### config.mk
export PLATFORM = sky130hd
export DESIGN_NAME = rtc_periodic_irq
export DESIGN_NICKNAME = d
export VERILOG_FILES = /design/src/rtl/rtc_pi_pkg.sv /design/src/rtl/rtc_pi_divider.sv /design/src/rtl/rtc_pi_pending.sv /design/src/rtl/rtc_pi_status.sv /design/src/rtl/rtc_periodic_irq.sv
export SDC_FILE = /design/constraint.sdc
export NUM_CORES = 1
export LEC_CHECK = 0
export ABC_AREA = 1
export CAP_MARGIN = 20
export CELL_PAD_IN_SITES_DETAIL_PLACEMENT = 1
export CELL_PAD_IN_SITES_GLOBAL_PLACEMENT = 2
export CORE_MARGIN = 1
export CORE_UTILIZATION = 35
export CTS_CLUSTER_SIZE = 14
export DETAILED_ROUTE_END_ITERATION = 7
export DONT_BUFFER_PORTS = 1
export PLACE_DENSITY_LB_ADDON = 0.1
export RECOVER_POWER = 50
export SETUP_SLACK_MARGIN = 0.3
export SLEW_MARGIN = 20
export SYNTH_ARGS = -nofsm -noshare
export SYNTH_HDL_FRONTEND = slang
export SYNTH_SLANG_ARGS = --single-unit
export TNS_END_PERCENT = 50
### constraint.sdc
create_clock -name clk -period 2.63 [get_ports clk]
set_input_delay 0.3945 -clock clk [delete_from_list [all_inputs] [get_ports clk]]
set_output_delay 0.3945 -clock clk [all_outputs]
set_load 0.005 [all_outputs]
### src/rtl/rtc_pi_pkg.sv
package rtc_pi_pkg;

  localparam int PER_W = 15;

  // status byte bit positions
  localparam int ST_IRQF = 7;
  localparam int ST_PF   = 6;
  localparam int ST_AF   = 5;
  localparam int ST_UF   = 4;

  // configuration B enable positions
  localparam int EN_PIE = 6;
  localparam int EN_AIE = 5;
  localparam int EN_UIE = 4;

  typedef enum logic [1:0] {
    TB_FAST4 = 2'd0,
    TB_FAST1 = 2'd1,
    TB_SLOW  = 2'd2,
    TB_HALT  = 2'd3
  } tbase_e;

  function automatic tbase_e decode_div(input logic [2:0] code);
    case (code)
      3'b000:  return TB_FAST4;
      3'b001:  return TB_FAST1;
      3'b010:  return TB_SLOW;
      default: return TB_HALT;
    endcase
  endfunction

  // Period in 32768 Hz steps; zero means no tick.
  function automatic logic [PER_W-1:0] period_steps(input logic [3:0] rate,
                                                    input logic       slow);
    logic [PER_W-1:0] one;
    one = PER_W'(1);
    case (rate)
      4'd0:    return '0;
      4'd1:    return slow ? PER_W'(128) : PER_W'(1);
      4'd2:    return slow ? PER_W'(256) : PER_W'(2);
      default: return one << (rate - 4'd1);
    endcase
  endfunction

endpackage

### src/rtl/rtc_pi_divider.sv
module rtc_pi_divider
  import rtc_pi_pkg::*;
#(
  parameter int PRE_32K = 1,
  parameter int PRE_1M  = 31,
  parameter int PRE_4M  = 122
) (
  input  logic       clk,
  input  logic       rst,
  input  logic       osc_en,
  input  logic       cfg_wr,
  input  logic [3:0] rate,
  input  logic [2:0] div,
  output logic       tick
);

  localparam int PRE_MAX = (PRE_4M > PRE_1M) ? ((PRE_4M > PRE_32K) ? PRE_4M : PRE_32K)
                                             : ((PRE_1M > PRE_32K) ? PRE_1M : PRE_32K);
  localparam int PRE_W = $clog2(PRE_MAX + 1);

  tbase_e           tb;
  logic [PRE_W-1:0] pre_lim;
  logic [PRE_W-1:0] pre_cnt;
  logic [PER_W-1:0] per_lim;
  logic [PER_W-1:0] per_cnt;
  logic             halted;
  logic             pre_last;
  logic             per_last;

  always_comb begin
    tb = decode_div(div);
    case (tb)
      TB_FAST4: pre_lim = PRE_W'(PRE_4M);
      TB_FAST1: pre_lim = PRE_W'(PRE_1M);
      TB_SLOW:  pre_lim = PRE_W'(PRE_32K);
      default:  pre_lim = '0;
    endcase
    per_lim  = period_steps(rate, tb == TB_SLOW);
    halted   = (tb == TB_HALT) || (per_lim == '0);
    pre_last = (pre_cnt == pre_lim - PRE_W'(1));
    per_last = (per_cnt == per_lim - PER_W'(1));
  end

  always_ff @(posedge clk) begin
    if (rst || cfg_wr || halted) begin
      pre_cnt <= '0;
      per_cnt <= '0;
      tick    <= 1'b0;
    end else begin
      tick <= 1'b0;
      if (osc_en) begin
        if (pre_last) begin
          pre_cnt <= '0;
          if (per_last) begin
            per_cnt <= '0;
            tick    <= 1'b1;
          end else begin
            per_cnt <= per_cnt + PER_W'(1);
          end
        end else begin
          pre_cnt <= pre_cnt + PRE_W'(1);
        end
      end
    end
  end


  idle_rate_chk: assert property (@(posedge clk) disable iff (rst)
    (rate == 4'd0) |=> !tick);


  halt_div_chk: assert property (@(posedge clk) disable iff (rst)
    (div > 3'b010) |=> !tick);


  restart_chk: assert property (@(posedge clk) disable iff (rst)
    cfg_wr |=> !tick);

endmodule

### src/rtl/rtc_pi_pending.sv
module rtc_pi_pending #(
  parameter int PEND_W = 4
) (
  input  logic              clk,
  input  logic              rst,
  input  logic              inc,
  input  logic              dec,
  output logic [PEND_W-1:0] count,
  output logic              nonzero
);

  localparam logic [PEND_W-1:0] FULL = {PEND_W{1'b1}};

  assign nonzero = (count != '0);

  always_ff @(posedge clk) begin
    if (rst) begin
      count <= '0;
    end else begin
      case ({inc, dec})
        2'b10:   if (count != FULL) count <= count + PEND_W'(1);
        2'b01:   if (nonzero)       count <= count - PEND_W'(1);
        default: count <= count;
      endcase
    end
  end


  no_overflow_chk: assert property (@(posedge clk) disable iff (rst)
    (count == FULL && inc && !dec) |=> (count == FULL));


  no_loss_chk: assert property (@(posedge clk) disable iff (rst)
    !dec |=> (count >= $past(count)));

endmodule

### src/rtl/rtc_pi_status.sv
module rtc_pi_status
  import rtc_pi_pkg::*;
(
  input  logic       clk,
  input  logic       rst,
  input  logic       wr_b,
  input  logic [7:0] wdata,
  input  logic       rd_c,
  input  logic       upd_in,
  input  logic       alm_in,
  input  logic       pend_nz,
  output logic       pf_ack,
  output logic       irq,
  output logic [7:0] rd_data
);

  logic pie_q, aie_q, uie_q;
  logic pf_q, af_q, uf_q, irqf_q;
  logic pf_n, af_n, uf_n;
  logic irq_set, irq_clr, pie_off;

  assign pie_off = wr_b && !wdata[EN_PIE];
  assign pf_ack  = rd_c && pf_q;
  assign irq_set = (pie_q && pend_nz) || (uie_q && uf_q) || (aie_q && af_q);
  assign irq_clr = rd_c || pie_off;

  always_comb begin
    if (rd_c) begin
      pf_n = 1'b0;
      uf_n = upd_in;
      af_n = alm_in;
    end else begin
      pf_n = pf_q || (pie_q && pend_nz);
      uf_n = uf_q || upd_in;
      af_n = af_q || alm_in;
    end
  end

  always_ff @(posedge clk) begin
    if (rst) begin
      pie_q   <= 1'b0;
      aie_q   <= 1'b0;
      uie_q   <= 1'b0;
      pf_q    <= 1'b0;
      af_q    <= 1'b0;
      uf_q    <= 1'b0;
      irqf_q  <= 1'b0;
      irq     <= 1'b0;
      rd_data <= '0;
    end else begin
      if (wr_b) begin
        pie_q <= wdata[EN_PIE];
        aie_q <= wdata[EN_AIE];
        uie_q <= wdata[EN_UIE];
      end
      pf_q   <= pf_n;
      af_q   <= af_n;
      uf_q   <= uf_n;
      irqf_q <= pf_n || af_n || uf_n;
      irq    <= irq_clr ? 1'b0 : (irq || irq_set);
      if (rd_c) rd_data <= {irqf_q, pf_q, af_q, uf_q, 4'b0000};
    end
  end


  pf_raise_chk: assert property (@(posedge clk) disable iff (rst)
    (pie_q && pend_nz && !irq_clr) |=> (pf_q && irq));


  upd_flag_chk: assert property (@(posedge clk) disable iff (rst)
    upd_in |=> (uf_q && irqf_q));


  rd_clear_chk: assert property (@(posedge clk) disable iff (rst)
    rd_c |=> (!pf_q && !irq));


  pie_off_chk: assert property (@(posedge clk) disable iff (rst)
    pie_off |=> !irq);

endmodule

### src/rtl/rtc_periodic_irq.sv
module rtc_periodic_irq #(
  parameter int PRE_32K = 1,
  parameter int PRE_1M  = 31,
  parameter int PRE_4M  = 122,
  parameter int PEND_W  = 4
) (
  input  logic       clk,
  input  logic       rst,
  input  logic       osc_en,
  input  logic       wr_en,
  input  logic       wr_sel,
  input  logic [7:0] wr_data,
  input  logic       rd_stat,
  input  logic       upd_evt,
  input  logic       alm_evt,
  output logic       irq,
  output logic [7:0] stat_data
);

  logic [3:0]        rate_q;
  logic [2:0]        div_q;
  logic              cfg_wr;
  logic              tick;
  logic              pf_ack;
  logic              pend_nz;
  logic [PEND_W-1:0] pend_cnt;

  assign cfg_wr = wr_en && !wr_sel;

  always_ff @(posedge clk) begin
    if (rst) begin
      rate_q <= '0;
      div_q  <= '0;
    end else if (cfg_wr) begin
      rate_q <= wr_data[3:0];
      div_q  <= wr_data[6:4];
    end
  end

  rtc_pi_divider #(
    .PRE_32K (PRE_32K),
    .PRE_1M  (PRE_1M),
    .PRE_4M  (PRE_4M)
  ) u_div (
    .clk    (clk),
    .rst    (rst),
    .osc_en (osc_en),
    .cfg_wr (cfg_wr),
    .rate   (rate_q),
    .div    (div_q),
    .tick   (tick)
  );

  rtc_pi_pending #(
    .PEND_W (PEND_W)
  ) u_pend (
    .clk     (clk),
    .rst     (rst),
    .inc     (tick),
    .dec     (pf_ack),
    .count   (pend_cnt),
    .nonzero (pend_nz)
  );

  rtc_pi_status u_stat (
    .clk     (clk),
    .rst     (rst),
    .wr_b    (wr_en && wr_sel),
    .wdata   (wr_data),
    .rd_c    (rd_stat),
    .upd_in  (upd_evt),
    .alm_in  (alm_evt),
    .pend_nz (pend_nz),
    .pf_ack  (pf_ack),
    .irq     (irq),
    .rd_data (stat_data)
  );


  reset_quiet_chk: assert property (@(posedge clk)
    rst |=> (!irq && stat_data == 8'h00 && pend_cnt == '0));

endmodule

==> results of run 1 <==
cells by family (layout without fill, tap and decap cells):
group,after synthesis,count (layout),share of synthesized area [%]
flip-flops,46,46,31.2
other,1,4,0.127
adder cells (fa/ha/maj),11,11,4.92
AO/OA/AOI/OAI,58,58,10.8
buffers and inverters,71,106,9.59
XOR/XNOR,9,9,2.67
AND/OR/NAND/NOR,261,261,40.6
Yosys cell counts (all sizes together) (5+ instances only):
master	n
nor3	12
inv	63
nand4	9
dfxtp	46
o21ai	28
buf	5
a21oi	18
ha	10
nand3	47
nand2	108
a211oi	5
nor2	74
nor4	5
xor2	9
final cells by class:
| class | count | area, µm² | area share [%] |
|---|---|---|---|
| clock inverter | 3 | 27.5 | 0.770 |
| multi-input combinational | 343 | 1910 | 53.6 |
| timing repair buffer | 35 | 270 | 7.56 |
| inverter | 63 | 239 | 6.69 |
| sequential | 46 | 923 | 25.8 |
| tap | 105 | 131 | 3.68 |
| clock buffer | 5 | 68.8 | 1.93 |
flip-flops by register name, summed over array words and instances (netlist names):
name	count
u_stat.irq	1
u_stat.pie_q	1
u_div.pre_cnt	7
u_div.per_cnt	15
u_stat.uie_q	1
u_stat.irqf_q	1
u_stat.uf_q	1
u_div.tick	1
u_stat.pf_q	1
u_pend.count	4
u_stat.af_q	1
rate_q	4
u_stat.rd_data	4
u_stat.aie_q	1
div_q	3
worst paths after layout:
kind                                     endpoint          start  depth (start not counted)
worst max-delay path             u_div.per_cnt[8]       div_q[2]                         17
worst min-delay path            u_stat.rd_data[6]            rst                          1
worst max register to register   u_div.per_cnt[8]       div_q[2]                         17
worst min register to register  u_stat.rd_data[7]  u_stat.irqf_q                          2
per-layer routing:
| layer | vias up | share of wire, % |
|---|---|---|
| met5 | - | 0 |
| met4 | 0 | 0.87 |
| met3 | 5 | 2.3 |
| met2 | 34 | 49 |
| met1 | 1455 | 48 |
| li1 | 1553 | - |
power groups by stage:
| stage | logic, mW | clock network (mW) | registers [mW] |
|---|---|---|---|
| finish | 0.376 | 0.489 | 0.732 |
| global placement | 0.296 | 0 | 0.746 |
| CTS | 0.342 | 0.504 | 0.731 |
| floorplan | 0.215 | 0 | 0.743 |
| global route | 0.424 | 0.525 | 0.734 |
| detailed placement | 0.303 | 0 | 0.746 |
through the flow:
step	std cells	util [%]	area, µm²
global route	600	43.7	3570
finish	600	43.7	3570
CTS	596	42.4	3470
detailed placement	577	39.1	3190
floorplan	460	-	2960
global placement	577	39.1	3190
timing repair:
| item | in CTS | in global routing |
|---|---|---|
| endpoints found under the hold margin | 0 | 0 |
| gates resized for setup | 26 | 24 |
| endpoints found under the setup margin | 23 | 23 |
| buffers inserted | 11 | 4 |
| pin swaps | 19 | 14 |
==> qor.csv, run 1 <==
metric,value,unit
async_flop_share,0,%
worstPathArrival,2.77,ns
synth_seq_cells,46,
cts_buffers,5,
hold_path.class,input port to register,
period_share,97.6,%
synthDominantCellAreaShare,31.2,%
gp_congestion,0.802,
ys_types,36,
critical-path-max-stage-delay,0.35,ns
combPwrFrac,23.6,%
whs,0.130,ns
synthFlopType,dfxtp_1,
fmax,389,MHz
fin_nets,521,
powerDensity,447,nW/µm²
p_sw,0.535,mW
yosys-top-cells-area,"dfxtp_1, nand2_1, nor2_1, inv_1, nand3_1",
gr-usage-met3,3.16,%
row_count,33,
tns,0,ns
core,8180,µm²
n_antenna_cell,0,
htreeDepth,2,
grt.busiest_layer,met2,
numClockSinks,46,
drc,0,
grt_pass1_wl,14.6,mm
startpoint_type,register,
n_fill_cell,1071,
clockBufferDepth,2,
avgSynthCellArea,6.45,µm²
worstSetupPathType,register to register,
p_sw_share,33.5,%
max-vdd-ir-drop,0.238,mV
ctsHoldBuffers,0,
reg2reg_slack,0.06,ns
io_buffers,0,
tightest_slew,0.560,ns
grt_max_degree,18,
period_minus_slack,2.57,ns
critPathCaptureType,register,
slowest_stage,dfxtp_2,
skew,0.0144,ns
synthesis.instances,457,
p_leak,1.57,nW
rsz0062_at_grt,yes,
cpMostUsedCell,nand3_2,
routed_via_density,5.08,
dr.pass1.iters,4,
use_met1,27.9,%
ys.warnings.count,0,
cap_violations,0,
synth.largest_area_cell,dfxtp_1,
use_met2,37.0,%
layout-drive-gt1-share,20.2,%
routed_wl,8.75,mm
wl_per_cell,14.6,µm
synth_area,2950,µm²
grt_pass1_vias,3061,
ant_nets,0,
dieHeight,93.8,µm
detailed_place_hpwl,6.91,mm
root_buffer,clkbuf_8,
die_width,93.8,µm
track_usage,21.3,%
share_seq_of_total_power,45.8,%
crit_fanout,6,
hold_viol_final,0,
syn_to_final_growth,21.3,%
overflow,0,
final_common_cell,nand2_1,
io-pin-count,25,
critPathTopFamily,simple AND/OR/NAND/NOR gates,
p_int,1.06,mW
slew_violations,0,
setup_viol,0,
vias,3047,
synth_edf_count,0,
drt_iter0_drc,72,
max_slew_margin,62.3,%
clock_latency,0.31,ns
dieArea,8790,µm²
layout_common_cells,"nand2_1, nor2_1, inv_1",
cts_tree,done,
status,finished clean,
path_clk_slew,0.11,ns
antenna_found_initial,0,
start_util,36.1,%
cp_num_buf_inv,4,
clkPwrFrac,30.6,%
seq_area_frac_synth,31.2,%
fin_total_pwr,1.60,mW
crit_required,2.83,ns
dp_slack,-0.150,ns
crit_chain,nand3b_1 -> ha_2 -> inv_4 -> nand3_2 -> ha_4 -> nand3_4 -> nor2_4 -> buf_6 -> nand2_1 -> nand3_2 -> buf_4 -> nand3_2 -> nand3_1 -> nand3b_4 -> nor3_4 -> buf_6 -> nor2_1,
setup_slack,0.0624,ns
(Power assumes the default switching activity.)
==> run 2: changes to the inputs <==
--- a/config.mk
+++ b/config.mk
@@ -5,17 +5,15 @@
 export SDC_FILE = /design/constraint.sdc
 export NUM_CORES = 1
 export LEC_CHECK = 0
-export ABC_AREA = 1
 export CAP_MARGIN = 20
 export CELL_PAD_IN_SITES_DETAIL_PLACEMENT = 1
 export CELL_PAD_IN_SITES_GLOBAL_PLACEMENT = 2
 export CORE_MARGIN = 1
-export CORE_UTILIZATION = 35
+export CORE_UTILIZATION = 38
 export CTS_CLUSTER_SIZE = 14
 export DETAILED_ROUTE_END_ITERATION = 7
 export DONT_BUFFER_PORTS = 1
 export PLACE_DENSITY_LB_ADDON = 0.1
-export RECOVER_POWER = 50
 export SETUP_SLACK_MARGIN = 0.3
 export SLEW_MARGIN = 20
 export SYNTH_ARGS = -nofsm -noshare
==> constraint.sdc (replaced) <==
create_clock -name clk -period 2.63 [get_ports clk]
set_input_delay 0.3945 -clock clk [delete_from_list [all_inputs] [get_ports clk]]
set_output_delay 0.3945 -clock clk [all_outputs]
set_load 0.1 [all_outputs]
==> run 2 against run 1 <==
  * The run now ends with setup timing left
  * Utilization is 4.8 points higher
  * Critical path depth is 6 lower
  * Routed wire length is 12% lower
  * Critical path type unchanged
  * Largest cell class unchanged
  * Highest routed layer unchanged
==> qor.csv, run 2 <==
metric,value,unit,change
synth_seq_cells,46,,unchanged
tightest_slew,0.973,ns,was 0.560 ns
clockBufferDepth,2,,unchanged
ant_nets,0,,unchanged
avgSynthCellArea,8.04,µm²,was 6.45 µm²
row_count,30,,was 33
numClockSinks,46,,unchanged
critPathCaptureType,register,,unchanged
largest_register_ffs,15,,unchanged
clock_latency,0.30,ns,was 0.31 ns
skew,0.00636,ns,was 0.0144 ns
vias,2565,,was 3047
drc,0,,unchanged
cap_violations,0,,unchanged
cts_buffers,5,,unchanged
n_antenna_cell,0,,unchanged
yosysMostFrequentCell,dfxtp_1,,was nand2_1
setup_viol,16,,was 0
startpoint_type,register,,unchanged
layout_common_cells,"dfxtp_1, nand2_1, buf_4",,"was nand2_1, nor2_1, inv_1"
reg2reg_depth,11,,was 17
start_util,40.2,%,was 36.1%
detailed_place_hpwl,5.70,mm,was 6.91 mm
rr_startpoint,div_q[1],,was div_q[2]
dieArea,7740,µm²,was 8790 µm²
critical-path-max-stage-delay,0.50,ns,was 0.35 ns
cp_num_buf_inv,0,,was 4
setup_slack,-0.949,ns,was 0.0624 ns
netlist_top_cells_count,"dfxtp_1, nand2_1, nor2_1",,"was nand2_1, nor2_1, inv_1"
antenna_found_initial,0,,unchanged
regMostFlops,u_div.per_cnt,,unchanged
root_buffer,clkbuf_8,,unchanged
worstSetupPathType,register to register,,unchanged
synthesis.instances,349,,was 457
fin_nets,402,,was 521
wl_per_cell,16.4,µm,was 14.6 µm
slew_violations,0,,unchanged
grt_pass1_wl,12.9,mm,was 14.6 mm
io_buffers,0,,unchanged
htreeDepth,2,,unchanged
io-pin-count,25,,unchanged
synthFlopType,dfxtp_1,,unchanged
die_width,88.0,µm,was 93.8 µm
status,finished with violations,,was finished clean
max-vdd-ir-drop,0.253,mV,was 0.238 mV
worstPathArrival,3.78,ns,was 2.77 ns
reg2reg_slack,-0.95,ns,was 0.06 ns
largestRegisters,"u_div.per_cnt x15, u_div.pre_cnt x7",,unchanged
period_share,136,%,was 97.6%
dieHeight,88.0,µm,was 93.8 µm
cp.depth,11,,was 17
r2r_end,u_div.per_cnt[6],,was u_div.per_cnt[8]
drt_iter0_drc,60,,was 72
yosys-top-cells-area,"dfxtp_1, xnor2_1, nand2_1, a21oi_1, ha_1",,"was dfxtp_1, nand2_1, nor2_1, inv_1, nand3_1"
crit_fanout,7,,was 6
seq_area,923,µm²,unchanged
grt_pass1_vias,2581,,was 3061
ctsHoldBuffers,0,,unchanged
critPathTopFamily,simple AND/OR/NAND/NOR gates,,unchanged
place_area,3130,µm²,was 3190 µm²
seq_area_frac_synth,32.8,%,was 31.2%
overflow,0,,unchanged
slowest_stage,or4b_4,,was dfxtp_2
endpoint,u_div.per_cnt[6],,was u_div.per_cnt[8]
synth.largest_area_cell,dfxtp_1,,unchanged
crit_chain,or3b_4 -> ha_4 -> or4_4 -> ha_4 -> or3b_4 -> a21oi_4 -> xor2_1 -> or4b_4 -> a2111oi_4 -> and4_4 -> nor3_1,,was nand3b_1 -> ha_2 -> inv_4 -> nand3_2 -> ha_4 -> nand3_4 -> nor2_4 -> buf_6 -> nand2_1 -> nand3_2 -> buf_4 -> nand3_2 -> nand3_1 -> nand3b_4 -> nor3_4 -> buf_6 -> nor2_1
hold_start,rst,,unchanged
multi_input_area,1890,µm²,was 1910 µm²
whs,0.146,ns,was 0.130 ns
layout-drive-gt1-share,21.3,%,was 20.2%
core,6980,µm²,was 8180 µm²
cts_tree,done,,unchanged
synth_area,2810,µm²,was 2950 µm²
async_flop_share,0,%,unchanged
track_usage,21.7,%,was 21.3%
fin_total_pwr,1.46,mW,was 1.60 mW
crit_required,2.83,ns,about the same
violations,setup timing,,
routed_via_density,5.43,,was 5.08
hold_path.class,input port to register,,unchanged
routed_wl,7.73,mm,was 8.75 mm
gp_congestion,0.751,,was 0.802
period_minus_slack,3.58,ns,was 2.57 ns
n_fill_cell,853,,was 1071
ys_types,54,,was 36
hold_viol_final,0,,unchanged
path_clk_slew,0.09,ns,was 0.11 ns
dp_slack,-1.09,ns,was -0.150 ns
cp-startpoint,div_q[1],,was div_q[2]
synth_edf_count,0,,unchanged
dr.pass1.iters,4,,unchanged
powerDensity,432,nW/µm²,was 447 nW/µm²
ys.warnings.count,0,,unchanged
max_slew_margin,35.1,%,was 62.3%
fin_area,3380,µm²,was 3570 µm²
p_leak,1.17,nW,was 1.57 nW
final_common_cell,dfxtp_1,,was nand2_1
fmax,279,MHz,was 389 MHz
rsz0062_at_grt,yes,,unchanged
synthDominantCellAreaShare,32.8,%,was 31.2%
grt_max_degree,25,,was 18
syn_to_final_growth,20.5,%,was 21.3%
==> run 2: final cells by class <==
cell class	instances	area share [%]
Multi-Input combinational cell	270	55.8
Sequential cell	46	27.3
Timing Repair Buffer	37	8.91
Tap cell	96	3.55
Clock buffer	7	2.55
Inverter	15	1.66
Clock inverter	1	0.259
==> run 2: logic make-up (layout without fill, tap and decap cells) <==
group                      count (synthesis)  in the layout  synth area share, %
adders and majority gates                 11             11                 5.17
other                                      1              4                0.134
muxes                                      4              4                 1.43
xor gates and xnor gates                  33             33                 10.3
DFF                                       46             46                 32.8
buffers and inverters                     37             60                 6.02
AOI/OAI and AO/OA                         65             65                 15.0
and+or+nand+nor                          152            153                 29.2
==> run 2: power by group <==
group | switching, mW | internal, mW
combinational | 0.145 | 0.108
clock | 0.252 | 0.218
sequential | 0.0287 | 0.710
==> run 2: through the flow <==
stage	instances	TNS [ns]	util [%]
after floorplan	352	-16.85	-
after global placement	458	-16.54	44.8
after detailed placement	458	-18.75	44.8
after CTS	468	-14.96	47.4
after global routing	472	-16.26	48.5
final	472	-14.72	48.5
==> run 2: metal layers <==
layer / global-route usage (%) / vias up / routed length (µm)
met5: 0 / - / 0
met4: 6.41 / 0 / 130
met3: 3.39 / 13 / 227
met2: 35.4 / 39 / 3630
met1: 29.6 / 1243 / 3740
li1: - / 1270 / -
==> run 2: how the worst min path moves through the flow <==
stage                   endpoint  cells past startpoint
floorplan           u_stat.aie_q                      2
global placement    u_stat.aie_q                      2
detailed placement      div_q[1]                      2
CTS                     div_q[1]                      1
global route            div_q[0]                      1
finish              u_stat.aie_q                      1
==> run 2: what timing repair did <==
action                                  CTS  global route
gates resized for setup                  14             9
endpoints found under the setup margin   23            23
pin swaps                                 6             8
buffers inserted                          1             4
gates cloned                              1             0
==> run 3: changes to the inputs <==
--- a/config.mk
+++ b/config.mk
@@ -13,6 +13,7 @@
 export CTS_CLUSTER_SIZE = 14
 export DETAILED_ROUTE_END_ITERATION = 7
 export DONT_BUFFER_PORTS = 1
+export GPL_ROUTABILITY_DRIVEN = 0
 export PLACE_DENSITY_LB_ADDON = 0.1
 export SETUP_SLACK_MARGIN = 0.3
 export SLEW_MARGIN = 20
==> results of run 3 <==
The final DEF is identical to that of run 2; final timing and power are the same.
